**config.mk**
```make
export PLATFORM = sky130hd
export DESIGN_NAME = idmatch_buf
export DESIGN_NICKNAME = d
export VERILOG_FILES = /design/src/rtl/idm_pkg.sv /design/src/rtl/idm_seq_ctr.sv /design/src/rtl/idm_fifo.sv /design/src/rtl/idm_cam.sv /design/src/rtl/idmatch_buf.sv
export SDC_FILE = /design/constraint.sdc
export NUM_CORES = 2
export LEC_CHECK = 0
export CAP_MARGIN = 40
export CORE_MARGIN = 2
export CORE_UTILIZATION = 50
export CTS_BUF_LIST = sky130_fd_sc_hd__clkbuf_16
export CTS_CLUSTER_DIAMETER = 50
export DETAILED_ROUTE_END_ITERATION = 6
export DONT_BUFFER_PORTS = 1
export GPL_TIMING_DRIVEN = 0
export PLACE_DENSITY = 0.75
export SYNTH_ARGS = -nofsm -noshare
export SYNTH_HDL_FRONTEND = slang
export SYNTH_SLANG_ARGS = --single-unit
```
**constraint.sdc**
```tcl
create_clock -name clk -period 6.3 [get_ports clk]
set_input_delay 0.63 -clock clk [delete_from_list [all_inputs] [get_ports clk]]
set_output_delay 0.63 -clock clk [all_outputs]
set_load 0.005 [all_outputs]
```
**src/rtl/idm_pkg.sv**
```systemverilog
// Shared definitions for the program-order matching receive buffer.
// Assumes tags are 8 bits wide, so all tag arithmetic wraps modulo 256.
package idm_pkg;
    localparam int IDM_ID_W = 8;
    typedef logic [IDM_ID_W-1:0] idm_id_t;
endpackage

```
**src/rtl/idm_seq_ctr.sv**
```systemverilog
// Wrapping sequence counter: advances by one when inc is high.
// Assumes the wrap at 2^IDM_ID_W is the intended behaviour.
module idm_seq_ctr
    import idm_pkg::*;
(
    input  logic    clk,
    input  logic    rst_n,
    input  logic    inc,
    output idm_id_t val
);
    // Count accepted events, clearing on reset.
    always_ff @(posedge clk) begin
        if (!rst_n) val <= '0;
        else if (inc) val <= val + 1'b1;
    end
endmodule

```
**src/rtl/idm_fifo.sv**
```systemverilog
// Show-ahead FIFO for tagged items: rd_data shows the head whenever
// empty is low. Assumes DEPTH is a power of two. The caller never writes
// when full and never reads when empty.
module idm_fifo #(
    parameter int WIDTH = 40,
    parameter int DEPTH = 64
) (
    input  logic             clk,
    input  logic             rst_n,
    input  logic             wr_en,
    input  logic [WIDTH-1:0] wr_data,
    input  logic             rd_en,
    output logic [WIDTH-1:0] rd_data,
    output logic             full,
    output logic             empty
);
    localparam int AW = (DEPTH > 1) ? $clog2(DEPTH) : 1;
    localparam int CW = AW + 1;

    logic [WIDTH-1:0] mem [DEPTH];
    logic [AW-1:0]    wr_ptr, rd_ptr;
    logic [CW-1:0]    count;

    assign full    = (count == CW'(DEPTH));
    assign empty   = (count == '0);
    assign rd_data = mem[rd_ptr];

    // Store the written item; storage needs no reset.
    always_ff @(posedge clk) begin
        if (wr_en) mem[wr_ptr] <= wr_data;
    end

    // Move the pointers and the occupancy count.
    always_ff @(posedge clk) begin
        if (!rst_n) begin
            wr_ptr <= '0;
            rd_ptr <= '0;
            count  <= '0;
        end else begin
            if (wr_en) wr_ptr <= wr_ptr + 1'b1;
            if (rd_en) rd_ptr <= rd_ptr + 1'b1;
            case ({wr_en, rd_en})
                2'b10:   count <= count + 1'b1;
                2'b01:   count <= count - 1'b1;
                default: count <= count;
            endcase
        end
    end

    // the queue is never written beyond its depth.
    a_r8_no_overflow: assert property (@(posedge clk) disable iff (!rst_n)
        full |-> !wr_en);
    // the queue is never read while empty.
    a_r8_no_underflow: assert property (@(posedge clk) disable iff (!rst_n)
        empty |-> !rd_en);
endmodule

```
**src/rtl/idm_cam.sv**
```systemverilog
// Associative store of N tagged slots. An insert takes the lowest free
// slot. A search compares srch_id against every occupied slot in
// parallel, and a hit frees the lowest matching slot at the edge.
// dup_err latches when an insert meets an occupied slot with the same tag.
// Assumes N is a power of two and ins_en is low while full.
module idm_cam
    import idm_pkg::*;
#(
    parameter int N  = 32,
    parameter int DW = 32
) (
    input  logic          clk,
    input  logic          rst_n,
    input  logic          ins_en,
    input  idm_id_t       ins_id,
    input  logic [DW-1:0] ins_data,
    output logic          full,
    input  logic          srch_en,
    input  idm_id_t       srch_id,
    output logic          hit,
    output logic [DW-1:0] hit_data,
    output logic          dup_err
);
    localparam int IW = (N > 1) ? $clog2(N) : 1;

    logic [N-1:0]  vld;
    idm_id_t       tag_q [N];
    logic [DW-1:0] dat_q [N];
    logic [IW-1:0] free_idx, hit_idx;
    logic          take, dup_now;

    // Pick the lowest free slot for the next insert.
    always_comb begin
        free_idx = '0;
        for (int i = N - 1; i >= 0; i--) begin
            if (!vld[i]) free_idx = IW'(i);
        end
    end

    // Search all occupied slots for the requested tag.
    always_comb begin
        hit_idx = '0;
        hit     = 1'b0;
        for (int i = N - 1; i >= 0; i--) begin
            if (vld[i] && tag_q[i] == srch_id) begin
                hit_idx = IW'(i);
                hit     = 1'b1;
            end
        end
    end

    assign take     = srch_en && hit;
    assign hit_data = dat_q[hit_idx];
    assign full     = &vld;

    // Detect an insert whose tag is already held by a slot that stays occupied.
    always_comb begin
        dup_now = 1'b0;
        for (int i = 0; i < N; i++) begin
            if (ins_en && vld[i] && tag_q[i] == ins_id &&
                !(take && hit_idx == IW'(i)))
                dup_now = 1'b1;
        end
    end

    // Update slot occupancy and the sticky duplicate flag.
    always_ff @(posedge clk) begin
        if (!rst_n) begin
            vld     <= '0;
            dup_err <= 1'b0;
        end else begin
            if (ins_en)  vld[free_idx] <= 1'b1;
            if (take)    vld[hit_idx]  <= 1'b0;
            if (dup_now) dup_err       <= 1'b1;
        end
    end

    // Write tag and payload into the slot being filled.
    always_ff @(posedge clk) begin
        if (ins_en) begin
            tag_q[free_idx] <= ins_id;
            dat_q[free_idx] <= ins_data;
        end
    end

    // no insert is attempted while every slot is occupied.
    a_r8_no_insert_full: assert property (@(posedge clk) disable iff (!rst_n)
        ins_en |-> !full);
    // a served search leaves its slot free after the edge.
    a_r7_slot_freed: assert property (@(posedge clk) disable iff (!rst_n)
        take |=> !vld[$past(hit_idx)]);
    // the duplicate flag never clears without reset.
    a_r9_err_sticky: assert property (@(posedge clk) disable iff (!rst_n)
        $past(dup_err) |-> dup_err);
endmodule

```
**src/rtl/idmatch_buf.sv**
```systemverilog
// Program-order matching receive buffer. Tagged items pass through a
// FIFO queue into an associative store. The receiver asks for the tag
// held in its own counter; a hit answers one cycle later.
// Assumes Q_DEPTH and CAM_N are powers of two.
module idmatch_buf
    import idm_pkg::*;
#(
    parameter int DATA_W  = 32,
    parameter int Q_DEPTH = 64,
    parameter int CAM_N   = 32
) (
    input  logic              clk,
    input  logic              rst_n,
    input  logic              prod_valid,
    output logic              prod_ready,
    input  logic [7:0]        prod_id,
    input  logic [DATA_W-1:0] prod_data,
    output logic [7:0]        prod_seq_id,
    input  logic              cons_req,
    output logic [7:0]        cons_exp_id,
    output logic              cons_valid,
    output logic [DATA_W-1:0] cons_data,
    output logic              err_dup
);
    localparam int EW = IDM_ID_W + DATA_W;

    logic          q_full, q_empty, drain, accept, take;
    logic [EW-1:0] q_head;
    logic          cam_full, cam_hit;
    logic [DATA_W-1:0] cam_data;

    assign prod_ready = !q_full;
    assign accept     = prod_valid && prod_ready;
    assign drain      = !q_empty && !cam_full;
    assign take       = cons_req && cam_hit;

    idm_fifo #(.WIDTH(EW), .DEPTH(Q_DEPTH)) u_queue (
        .clk(clk), .rst_n(rst_n),
        .wr_en(accept), .wr_data({prod_id, prod_data}),
        .rd_en(drain), .rd_data(q_head),
        .full(q_full), .empty(q_empty)
    );

    idm_cam #(.N(CAM_N), .DW(DATA_W)) u_store (
        .clk(clk), .rst_n(rst_n),
        .ins_en(drain),
        .ins_id(q_head[EW-1:DATA_W]),
        .ins_data(q_head[DATA_W-1:0]),
        .full(cam_full),
        .srch_en(cons_req), .srch_id(cons_exp_id),
        .hit(cam_hit), .hit_data(cam_data),
        .dup_err(err_dup)
    );

    idm_seq_ctr u_prod_ctr (
        .clk(clk), .rst_n(rst_n), .inc(accept), .val(prod_seq_id)
    );

    idm_seq_ctr u_cons_ctr (
        .clk(clk), .rst_n(rst_n), .inc(take), .val(cons_exp_id)
    );

    // Register the response pulse and hold the last served payload.
    always_ff @(posedge clk) begin
        if (!rst_n) begin
            cons_valid <= 1'b0;
            cons_data  <= '0;
        end else begin
            cons_valid <= take;
            if (take) cons_data <= cam_data;
        end
    end

    // the expected tag moves only together with a response.
    a_r6_id_moves_on_serve: assert property (@(posedge clk) disable iff (!rst_n)
        (cons_exp_id != $past(cons_exp_id)) |-> cons_valid);
    // a request that finds its tag is answered on the next cycle.
    a_r7_resp_follows_hit: assert property (@(posedge clk) disable iff (!rst_n)
        (cons_req && cam_hit) |=> cons_valid);
    // no response follows a cycle without a request.
    a_r7_no_unasked_resp: assert property (@(posedge clk) disable iff (!rst_n)
        !cons_req |=> !cons_valid);
endmodule

```
==> report_table.html <==
<table>
<tr><th>Metric</th><th>Value</th></tr>
<tr><th colspan="2">Worst hold path</th></tr>
<tr><td>HP Class</td><td>in2reg</td></tr>
<tr><th colspan="2">Floorplan</th></tr>
<tr><td>Effective utilization at floorplan</td><td>0.501</td></tr>
<tr><td>Boundary Pins</td><td>95</td></tr>
<tr><td>Number of placement rows</td><td>slightly above 200</td></tr>
<tr><td>Width of the chip</td><td>roughly 560 um</td></tr>
<tr><td>Die Area</td><td>about 320000 um2</td></tr>
<tr><td>Die Y</td><td>563 um</td></tr>
<tr><td>Floorplan core area</td><td>311000 um2</td></tr>
<tr><th colspan="2">Setup path</th></tr>
<tr><td>Most common cell on crit path</td><td>buf_2</td></tr>
<tr><td>Worst-path cell with the longest stage delay</td><td>clkbuf_1</td></tr>
<tr><td>Kind of capture point of the worst setup path</td><td>flip-flop</td></tr>
<tr><td>CP max FO</td><td>28</td></tr>
<tr><td>Required time worst endpoint</td><td>around 7 ns</td></tr>
<tr><td>Type of the setup path with the least slack</td><td>reg2reg</td></tr>
<tr><td>Critical Path Max Stage Delay</td><td>0.75 ns</td></tr>
<tr><td>Critical Path, Cell by Cell</td><td>buf_2, buf_2, clkbuf_1, mux4_2, a22oi_1, nand4_1, o21ai_4, inv_4, buf_2, buf_12, xnor2_1, nand3_1, nor3_1, a22oi_1, and4_1, o211a_1, a41oi_2</td></tr>
<tr><td>Startpoint class of the critical path</td><td>flip-flop</td></tr>
<tr><td>Crit path DAT</td><td>roughly 7 ns</td></tr>
<tr><th colspan="2">Placed design</th></tr>
<tr><td>Dpl cell area</td><td>168000 um2</td></tr>
<tr><td>RePlAce Congestion</td><td>0.940</td></tr>
<tr><td>Placed wire-length estimate after detailed placement</td><td>around 310000 um</td></tr>
<tr><td>Port Buf Inserts</td><td>0</td></tr>
<tr><th colspan="2">Timing</th></tr>
<tr><td>Fin Hold WS</td><td>~0.015 ns</td></tr>
<tr><td>Worst-Margin Slew</td><td>1.11 ns</td></tr>
<tr><td>Count of endpoints failing hold in the final timing report</td><td>0</td></tr>
<tr><td>Final period demand of the worst path</td><td>roughly 6.0 ns</td></tr>
<tr><td>Worst slew margin</td><td>0.259</td></tr>
<tr><td>Final setup fails</td><td>0</td></tr>
<tr><td>Setup skew after layout</td><td>approximately 0.1 ns</td></tr>
<tr><td>Max Clock Freq</td><td>165 MHz</td></tr>
<tr><td>Final worst-path cycle share</td><td>0.959</td></tr>
<tr><td>RSZ-0062 raised after global routing</td><td>no</td></tr>
<tr><td>Final total negative setup slack</td><td>0 ns</td></tr>
<tr><td>Pins over their slew limit</td><td>0</td></tr>
<tr><th colspan="2">Route</th></tr>
<tr><td>Number of antenna-violating nets in the routed design</td><td>0</td></tr>
<tr><td>Pre-Repair DR Iteration Count</td><td>7</td></tr>
<tr><td>Routed vias</td><td>approximately 89000</td></tr>
<tr><td>Number of violations reported at the end of detailed-routing iteration 0</td><td>around 16000</td></tr>
<tr><td>Wirelength, routed</td><td>slightly below 500000 um</td></tr>
<tr><td>Mean number of vias per cell</td><td>6.77</td></tr>
<tr><td>DRC viols</td><td>3</td></tr>
<tr><td>Average wire per cell in the routed design</td><td>37.1 um</td></tr>
<tr><th colspan="2">Power</th></tr>
<tr><td>Overall power of the completed layout</td><td>between 60 and 70 mW</td></tr>
<tr><td>Part of the power in the clock network</td><td>0.350</td></tr>
<tr><td>Worst VDD drop</td><td>between 0.2 and 0.3 mV</td></tr>
<tr><td>Internal power consumption</td><td>49.5 mW</td></tr>
<tr><td>Share of power burned in registers</td><td>0.450</td></tr>
<tr><td>Sw Ratio</td><td>0.279</td></tr>
<tr><td>Leak Pwr</td><td>~58 nW</td></tr>
<tr><td>Total power density per cell area</td><td>375 nW/um2</td></tr>
<tr><td>Comb power frac</td><td>0.200</td></tr>
<tr><td>Net switching power of the design</td><td>between 15 and 20 mW</td></tr>
<tr><th colspan="2">Run</th></tr>
<tr><td>Number of violations of the max-capacitance limit</td><td>0</td></tr>
<tr><th colspan="2">Synthesis</th></tr>
<tr><td>Share of flip-flops with an asynchronous set or reset</td><td>0</td></tr>
<tr><td>Sequential fraction of the synthesis area</td><td>0.753</td></tr>
<tr><td>Top cells by area, synth</td><td>edfxtp_1, mux4_2, xnor2_1</td></tr>
<tr><td>Count of mapped cells out of synthesis</td><td>around 7800</td></tr>
<tr><td>Area fraction of the dominant cell type after synthesis</td><td>0.739</td></tr>
<tr><td>Synth warn</td><td>0</td></tr>
<tr><td>Synthesized cell area</td><td>156000 um2</td></tr>
<tr><td>Synthesized area per cell</td><td>19.9 um2</td></tr>
<tr><td>Number of flops mapped to enable cells by yosys</td><td>3840</td></tr>
<tr><td>Leading area contributor after synthesis</td><td>edfxtp_1</td></tr>
<tr><td>Syn Nets</td><td>approximately 7900</td></tr>
<tr><td>Number of flip-flops and latches in the synthesized netlist</td><td>between 3000 and 4000</td></tr>
<tr><td>Most instantiated flip-flop cell in the synthesis netlist</td><td>edfxtp_1</td></tr>
<tr><td>Number of distinct standard cells referenced by the synthesized netlist</td><td>around 110</td></tr>
<tr><th colspan="2">GRT</th></tr>
<tr><td>Antenna violations before repair</td><td>17</td></tr>
<tr><td>Largest net degree at the start of global routing</td><td>65</td></tr>
<tr><td>Via count of the first global-routing pass</td><td>around 90000</td></tr>
<tr><td>Aggregate global routing overflow</td><td>0</td></tr>
<tr><td>Total track usage</td><td>0.306</td></tr>
<tr><td>Wire length of the first global-routing pass</td><td>~680000 um</td></tr>
<tr><th colspan="2">Clocking</th></tr>
<tr><td>Clock tree from TritonCTS</td><td>yes</td></tr>
<tr><td>Total CTS buffers</td><td>about 400</td></tr>
<tr><td>Sink Count</td><td>roughly 4000</td></tr>
<tr><td>Maximum buffer depth of the clock tree</td><td>4</td></tr>
<tr><td>Setup Fix Bufs, Post-CTS</td><td>0</td></tr>
<tr><td>H-tree depth</td><td>5</td></tr>
<tr><td>Clock insertion delay at the later pin of the skew report</td><td>approximately 1.0 ns</td></tr>
<tr><td>CTS clock-pin slew for the worst setup and hold paths</td><td>approximately 0.060 ns</td></tr>
<tr><td>Library cell used as clock root buffer</td><td>clkbuf_16</td></tr>
<tr><th colspan="2">Status</th></tr>
<tr><td>Violated checks</td><td>design-rule violations</td></tr>
<tr><td>Result of the run</td><td>complete, but fails checks</td></tr>
<tr><th colspan="2">Finish</th></tr>
<tr><td>Syn-to-layout area delta</td><td>17.4%</td></tr>
<tr><td>Fraction of final layout cells with drive strength greater than 1</td><td>0.243</td></tr>
<tr><td>Number of nets in the final layout</td><td>between 8000 and 9000</td></tr>
<tr><td>Layout Cell Area excl Fill</td><td>around 180000 um2</td></tr>
<tr><td># fillers</td><td>between 20000 and 25000</td></tr>
</table>
==> cell usage in the layout, fill, tap and decap left out, drive strengths merged, types with 184 or more instances in the layout <==
| master | count |
|---|---|
| edfxtp | 3840 |
| mux4 | 727 |
| buf | 690 |
| clkbuf | 591 |
| xnor2 | 381 |
| nand2 | 285 |
| mux2i | 258 |
| nand3 | 188 |
| clkinv | 186 |
| nor2 | 184 |
==> flip-flops by register name (all words and copies together) (netlist names), named ones only <==
signal           flops
u_queue.mem       2560
u_store.dat_q     1024
u_store.tag_q      256
cons_data           32
u_store.vld         32
u_cons_ctr.val       8
u_prod_ctr.val       8
u_queue.count        7
u_queue.rd_ptr       6
u_queue.wr_ptr       6
cons_valid           1
u_store.dup_err      1
==> synthesized netlist by cell type (all sizes together) (16+ instances only) <==
library cell / count
nand3: 188
edfxtp: 3840
nor4: 46
inv: 22
a22o: 53
and2: 21
a2111oi: 19
o21ai: 61
nand4: 100
or3: 16
nor3: 60
a21o: 41
a222oi: 24
buf: 256
dfxtp: 107
mux2: 24
o31ai: 19
clkbuf: 183
a221o: 27
a31oi: 32
a22oi: 167
xnor2: 381
o22ai: 54
nor2: 184
nand2: 285
a21oi: 174
xor2: 158
mux2i: 258
mux4: 727
a221oi: 47
o221a: 29
==> cell type report <==
cell class,instances,area (um2),share of cell area
Antenna cell,8,20.0,0.000109
Buffer,439,2470,0.0135
Clock buffer,408,10200,0.0557
Clock inverter,337,3080,0.0168
Inverter,22,87.6,0.000478
Multi-Input combinational cell,3434,36700,0.201
Sequential cell,3947,117000,0.641
Tap cell,4140,5180,0.0283
Timing Repair Buffer,467,7920,0.0432
==> what timing repair did <==
item	CTS	global route
resized for setup	0	0
endpoints found under the setup margin	0	0
hold buffers	69	0
endpoints found under the hold margin	2560	0
==> logic make-up after synthesis <==
family / Yosys count / synth area share
buffers and inverters: 461 / 0.0164
AOI/OAI and AO/OA: 883 / 0.0429
adders and majority gates: 11 / 0.000931
and+or+nand+nor: 992 / 0.0330
muxes: 1009 / 0.123
DFF: 3947 / 0.753
xor gates and xnor gates: 539 / 0.0303
==> path summary, 6_finish.rpt <==
| check | start | slack [ns] | endpoint | depth (start not counted) |
|---|---|---|---|---|
| setup reg to reg | flip-flop | 0.26 | u_store.dup_err | 17 |
| setup / recovery | flip-flop | 0.26 | u_store.dup_err | 17 |
| hold reg to reg | u_store.dat_q[4][19] | 0.49 | cons_data[19] | 2 |
| hold / removal | prod_id[7] | 0.01 | u_queue.mem[11][39] | 1 |
==> critical path, delay by kind of cell (launching register included) <==
kind / cells / cell delay (ns)
simple gates: 4 / 1.47
xor+xnor: 1 / 0.15
flops: 1 / 0.34
compound gates: 5 / 1.27
mux: 1 / 0.44
buf+inv: 6 / 2.23
==> routing by layer <==
metal,vias to the layer above,global-route usage,share of wire
met5,-,0,0.00012
li1,34100,-,-
met1,45400,0.389,0.34
met3,1733,0.0764,0.13
met2,8149,0.486,0.47
met4,10,0.165,0.063
==> power by group through the flow <==
stage,sequential (mW),combinational (mW),clock [mW]
after floorplan,31.4,7.52,0
after global placement,31.6,11.5,0
after detailed placement,31.4,12.8,0
after CTS,30.9,13.4,24.0
after global routing,30.9,14.1,25.0
final,30.9,13.8,24.0
==> through the flow <==
step | std cells | utilization | worst slack, ns
after global placement | 12000 | 0.518 | -3.98
after detailed placement | 12400 | 0.541 | 0.481
after CTS | 13200 | 0.588 | 0.388
after floorplan | 7842 | - | 1.08
final | 13200 | 0.589 | 0.257
after global routing | 13200 | 0.589 | 0.197
(Power assumes the default switching activity.)
